**config.mk**
```make
export PLATFORM = sky130hd
export DESIGN_NAME = dma_tx_burst_seq
export DESIGN_NICKNAME = d
export VERILOG_FILES = /design/src/rtl/dmaseq_pkg.sv /design/src/rtl/dmaseq_count_regs.sv /design/src/rtl/dmaseq_burst_size.sv /design/src/rtl/dmaseq_beat_ctr.sv /design/src/rtl/dma_tx_burst_seq.sv
export SDC_FILE = /design/constraint.sdc
export NUM_CORES = 1
export LEC_CHECK = 0
export ABC_CLOCK_PERIOD_IN_PS = 3600
export BUFFER_PORTS_ARGS = -buffer_cell sky130_fd_sc_hd__buf_2
export CAP_MARGIN = 20
export CORE_MARGIN = 2
export CORE_UTILIZATION = 40
export DETAILED_ROUTE_END_ITERATION = 16
export MAX_ROUTING_LAYER = met4
export PLACE_DENSITY = 0.63
export SLEW_MARGIN = 25
export SYNTH_ARGS = -nofsm -noshare
export SYNTH_HDL_FRONTEND = slang
export SYNTH_SLANG_ARGS = --single-unit
```
**constraint.sdc**
```tcl
create_clock -name clk -period 3.6 [get_ports clk]
set_input_delay 0.72 -clock clk [delete_from_list [all_inputs] [get_ports clk]]
set_output_delay 0.72 -clock clk [all_outputs]
set_load 0.05 [all_outputs]
```
**src/rtl/dmaseq_pkg.sv**
```systemverilog
package dmaseq_pkg;
    typedef enum logic [1:0] {
        ST_IDLE  = 2'd0,
        ST_BURST = 2'd1,
        ST_DRAIN = 2'd2
    } seq_state_t;
endpackage

```
**src/rtl/dmaseq_count_regs.sv**
```systemverilog
module dmaseq_count_regs #(
    parameter int CNT_W  = 12,
    parameter int DATA_W = 8
) (
    input  logic              clk,
    input  logic              rst,
    input  logic              hi_we,
    input  logic              lo_we,
    input  logic [DATA_W-1:0] wdata,
    output logic [CNT_W-1:0]  count
);
    localparam int HI_W = CNT_W - DATA_W;

    logic [HI_W-1:0]   hi_q;
    logic [DATA_W-1:0] lo_q;

    always_ff @(posedge clk) begin
        if (rst) begin
            hi_q <= '0;
            lo_q <= '0;
        end else begin
            if (hi_we) hi_q <= wdata[HI_W-1:0];
            if (lo_we) lo_q <= wdata;
        end
    end

    assign count = {hi_q, lo_q};
endmodule

```
**src/rtl/dmaseq_burst_size.sv**
```systemverilog
module dmaseq_burst_size #(
    parameter int REM_W      = 13,
    parameter int POOL_BYTES = 32,
    parameter int SZ_W       = 6
) (
    input  logic [REM_W-1:0] remaining,
    output logic [SZ_W-1:0]  size,
    output logic             last
);
    always_comb begin
        last = (remaining <= REM_W'(POOL_BYTES));
        size = last ? remaining[SZ_W-1:0] : SZ_W'(POOL_BYTES);
    end
endmodule

```
**src/rtl/dmaseq_beat_ctr.sv**
```systemverilog
module dmaseq_beat_ctr #(
    parameter int SZ_W = 6
) (
    input  logic            clk,
    input  logic            rst,
    input  logic            clear,
    input  logic            inc,
    input  logic [SZ_W-1:0] size,
    output logic            last_beat
);
    logic [SZ_W-1:0] beat_q;

    assign last_beat = ((beat_q + SZ_W'(1)) == size);

    always_ff @(posedge clk) begin
        if (rst || clear) begin
            beat_q <= '0;
        end else if (inc) begin
            beat_q <= last_beat ? '0 : beat_q + SZ_W'(1);
        end
    end
endmodule

```
**src/rtl/dma_tx_burst_seq.sv**
```systemverilog
module dma_tx_burst_seq
    import dmaseq_pkg::*;
#(
    parameter int CNT_W      = 12,
    parameter int DATA_W     = 8,
    parameter int POOL_BYTES = 32
) (
    input  logic              clk,
    input  logic              rst,
    input  logic              cnt_hi_we,
    input  logic              cnt_lo_we,
    input  logic [DATA_W-1:0] cfg_wdata,
    input  logic              start,
    input  logic              dma_wr,
    input  logic [DATA_W-1:0] dma_wdata,
    input  logic              pool_ready,
    output logic              dma_req,
    output logic              tx_wr,
    output logic [DATA_W-1:0] tx_wdata,
    output logic              burst_end,
    output logic              burst_eom,
    output logic              busy,
    output logic              start_err
);
    localparam int REM_W = CNT_W + 1;
    localparam int SZ_W  = $clog2(POOL_BYTES) + 1;

    seq_state_t       state_q, state_d;
    logic [CNT_W-1:0] count;
    logic [REM_W-1:0] remaining_q;
    logic [SZ_W-1:0]  burst_sz;
    logic             final_burst;
    logic             last_beat;
    logic             start_ok;

    dmaseq_count_regs #(.CNT_W(CNT_W), .DATA_W(DATA_W)) u_regs (
        .clk   (clk),
        .rst   (rst),
        .hi_we (cnt_hi_we),
        .lo_we (cnt_lo_we),
        .wdata (cfg_wdata),
        .count (count)
    );

    dmaseq_burst_size #(.REM_W(REM_W), .POOL_BYTES(POOL_BYTES), .SZ_W(SZ_W)) u_size (
        .remaining (remaining_q),
        .size      (burst_sz),
        .last      (final_burst)
    );

    dmaseq_beat_ctr #(.SZ_W(SZ_W)) u_beat (
        .clk       (clk),
        .rst       (rst),
        .clear     (start_ok),
        .inc       (tx_wr),
        .size      (burst_sz),
        .last_beat (last_beat)
    );

    assign start_ok = start && (state_q == ST_IDLE);

    // State register
    always_ff @(posedge clk) begin
        if (rst) state_q <= ST_IDLE;
        else     state_q <= state_d;
    end

    // Next-state logic
    always_comb begin
        state_d = state_q;
        unique case (state_q)
            ST_IDLE:  if (start) state_d = ST_BURST;
            ST_BURST: if (burst_end) state_d = final_burst ? ST_IDLE : ST_DRAIN;
            ST_DRAIN: if (pool_ready) state_d = ST_BURST;
            default:  state_d = ST_IDLE;
        endcase
    end

    // Outputs
    always_comb begin
        dma_req = 1'b0;
        busy    = 1'b0;
        unique case (state_q)
            ST_IDLE:  begin dma_req = 1'b0; busy = 1'b0; end
            ST_BURST: begin dma_req = 1'b1; busy = 1'b1; end
            ST_DRAIN: begin dma_req = 1'b0; busy = 1'b1; end
            default:  begin dma_req = 1'b0; busy = 1'b0; end
        endcase
        tx_wr     = dma_req && dma_wr;
        tx_wdata  = dma_wdata;
        burst_end = tx_wr && last_beat;
        burst_eom = burst_end && final_burst;
    end

    // Bytes left in the frame and sticky error
    always_ff @(posedge clk) begin
        if (rst) begin
            remaining_q <= '0;
            start_err   <= 1'b0;
        end else begin
            if (start_ok)
                remaining_q <= {1'b0, count} + REM_W'(1);
            else if (burst_end)
                remaining_q <= remaining_q - REM_W'(burst_sz);
            if (start && (state_q != ST_IDLE))
                start_err <= 1'b1;
        end
    end
endmodule

```
==> results.py <==
metrics = {
    "setup_path": {
        "crit_slowest_cell": "dfxtp_2",
        "critPathTopFamily": "simple AND/OR/NAND/NOR gates",
        "slowest_delay_ps": 420,
        "endpoint_kind": "output port",
        "worstSetupPathType": "reg2out",
        "crit_path_start_kind": "flop",
        "required_ps": 2880,
        "worstPathArrival_ps": 2650,
        "worst-path-buf-inv": 1,
        "crit_chain": "ha_1 -> nand3_1 -> xor2_1 -> o22ai_1 -> a311o_1 -> or2_1 -> nor4_2 -> buf_2",
        "crit_fanout": 9,
    },
    "routing": {
        "drc": 0,
        "wl_per_cell_um": 14.89,
        "drt-initial-drc-count": 279,
        "postRouteAntennaNets": 0,
        "via_count": 2163,
        "drt_wl_total_um": 5660,
        "via_per_inst": 5.692,
        "drt-pass1-iter-count": 4,
    },
    "final_layout": {
        "finalNetCount": 335,
        "final_area_mm2": 0.002596,
        "synthToLayoutAreaGrowth_pct": 9.672,
        "final_util_pct": 44.64,
        "diodes": 0,
        "drive_above_1_share_pct": 16.39,
        "final_cells": 380,
    },
    "placed_design": {
        "place_area_mm2": 0.002452,
        "gp_congestion": 0.8981,
        "post-place-cells": 372,
        "dp_hpwl_um": 4019,
        "port_buffers": 20,
    },
    "power": {
        "p_leak_uw": 0.0009885,
        "power.density_mw_per_mm2": 604.2,
        "combPwrFrac_pct": 40.6,
        "cell_internal_pwr_uw": 927.0,
        "seq_power_share_pct": 30.8,
        "p_sw_share_pct": 40.91,
        "p_switching_uw": 641.7,
        "vdd_drop_max_mv": 0.3585,
        "p_clk_share_pct": 28.6,
    },
    "grt": {
        "grt_start_max_net_pins": 34,
        "grt.total_usage_pct": 19.86,
        "grt_pass1_vias": 2071,
        "grt_overflow": 0,
        "antenna_found_initial": 0,
        "grt_pass1_wl_um": 9901,
    },
    "sta": {
        "holdWs_ps": 471.6,
        "relSlewSlack_pct": 55.98,
        "hold_viol": 0,
        "rsz0062_at_grt": "no",
        "max_clock_freq_ghz": 0.2970,
        "layout_min_cycle_time_ps": 3367,
        "setup_viol": 0,
        "clock_skew_ps": 6.998,
        "tightest_slew_ps": 657.9,
        "slew_violations": 0,
        "finalCritPeriodShare_pct": 93.54,
    },
    "clocking": {
        "cts_tree": "yes",
        "path_clk_slew_ps": 80,
        "cts_buffer_depth": 2,
        "cts_resized": 0,
        "clock_latency_ps": 290,
        "cts_sinks": 34,
        "clock-root-buffer": "clkbuf_8",
        "postCtsSetupBuffers": 0,
        "cts_buffers": 5,
        "htreeDepth": 2,
        "cts_hold_buf": 0,
    },
    "yosys": {
        "syn-num-nets": 332,
        "syn-instance-count": 301,
        "synth.area.top_cells": "dfxtp_1 (29%), nor2_1 (5.4%), mux2i_1 (5.1%), nand2_1 (4.3%), ha_1 (4.2%)",
        "netlist_area_mm2": 0.002367,
        "ys_seq_area_share_pct": 28.75,
        "synth_top_area_share_pct": 28.75,
        "synth-main-ff-cell": "dfxtp_1",
        "synthTopCellsByCount": "dfxtp_1 (34), nor2_1 (34), nand2_1 (27), clkbuf_1 (15)",
        "synth_cell_types": 64,
        "synth_top_cell_by_area": "dfxtp_1",
        "ys_seq_elements": 34,
        "synth_edf_count": 0,
        "async_flop_share_pct": 0,
        "yosys_warnings": 0,
        "syn_avg_cell_area_um2": 7.865,
    },
    "floorplanning": {
        "row_count": 28,
        "die_w_um": 80.93,
        "core_mm2": 0.005816,
        "pin_count": 37,
        "die_height_um": 80.93,
        "start_util_pct": 40.71,
        "dieArea_mm2": 0.006550,
    },
    "status": {
        "outcome": "complete, no violations",
    },
    "run": {
        "cap_violations": 0,
    },
    "hold_path": {
        "hold_class": "reg2reg",
    },
}
registers in the layout, indices dropped and copies added (netlist names):
name           flops
remaining_q       13
u_regs.hi_q        4
state_q            2
u_regs.lo_q        8
start_err          1
u_beat.beat_q      6
power by group through the flow:
stage	Clock (µW)	Sequential (µW)	Combinational, µW
after floorplan	0	474	538
after global placement	0	488	628
after detailed placement	0	490	628
after CTS	458	482	631
after global routing	474	491	709
final	448	484	637
final timing paths:
kind	from	end	slack, ps	cells past startpoint
max	u_beat.beat_q[0]	burst_eom	230	8
min	u_beat.beat_q[5]	u_beat.beat_q[5]	470	2
max reg2reg	u_beat.beat_q[0]	remaining_q[10]	690	9
min reg2reg	u_beat.beat_q[5]	u_beat.beat_q[5]	470	2
per-stage QoR:
step,worst slack [ps],total power (µW),setup TNS (ps)
floorplan,-41.92,1012,-41.92
global placement,544.1,1116,0
detailed placement,476.6,1118,0
CTS,136.0,1570,0
global route,44.73,1674,0
finish,232.6,1569,0
routing by layer:
| layer | wire length [µm] | track usage [%] | vias to the layer above |
|---|---|---|---|
| met1 | 2616 | 26.19 | 999 |
| li1 | - | - | 1087 |
| met2 | 2624 | 29.75 | 62 |
| met4 | 158 | 8.644 | 0 |
| met5 | 0 | - | - |
| met3 | 261 | 3.556 | 15 |
cell type report:
type,count,area [µm²]
repair buffers,25,137.6
inverters,8,30.03
well taps,75,93.84
clock buffers,6,82.58
multi-input cells,230,1510
fillers,604,3219
clock inverters,2,60.06
flip-flops and latches,34,681.9
placed cells by master (no fill, tap or decap), types with 3 or more instances in the layout:
cell | synthesis | final
and2_1 | 3 | 3
clkbuf_8 | 0 | 6
ha_1 | 8 | 8
or2_2 | 4 | 4
dfxtp_1 | 34 | 33
and3_1 | 4 | 4
a311oi_1 | 3 | 3
o31ai_1 | 4 | 4
or3_1 | 5 | 5
mux2i_1 | 12 | 12
o22ai_1 | 4 | 4
nand3_1 | 14 | 14
xor2_1 | 10 | 10
nor2_1 | 34 | 34
nand2_1 | 27 | 27
inv_1 | 7 | 7
a21oi_1 | 14 | 14
buf_4 | 8 | 5
nor4_1 | 9 | 8
nand3b_1 | 3 | 3
nor3_1 | 5 | 4
a211oi_1 | 4 | 4
buf_2 | 3 | 20
xnor2_1 | 5 | 5
o21ai_0 | 9 | 9
nand4_1 | 7 | 7
worst reg2reg max path: stages (launching register included):
cell and delay (ps):
dfxtp_2 420, ha_1 280, nand3_1 120, xor2_1 280, o22ai_1 120, a311o_1 350
or2_1 340, buf_4 250, or3_1 390, a32o_1 260
logic make-up (layout without fill, tap and decap cells):
logic type | count (synthesis) | after routing | share of synthesized area, %
buffers and inverters | 37 | 41 | 7.928
DFF | 34 | 34 | 28.75
other | 2 | 2 | 0.3172
xor gates and xnor gates | 15 | 15 | 5.549
muxes | 13 | 13 | 5.550
AOI/OAI and AO/OA | 65 | 65 | 20.46
and+or+nand+nor | 127 | 127 | 27.22
adders and majority gates | 8 | 8 | 4.228
No activity file was read; power rests on OpenSTA's default activity.
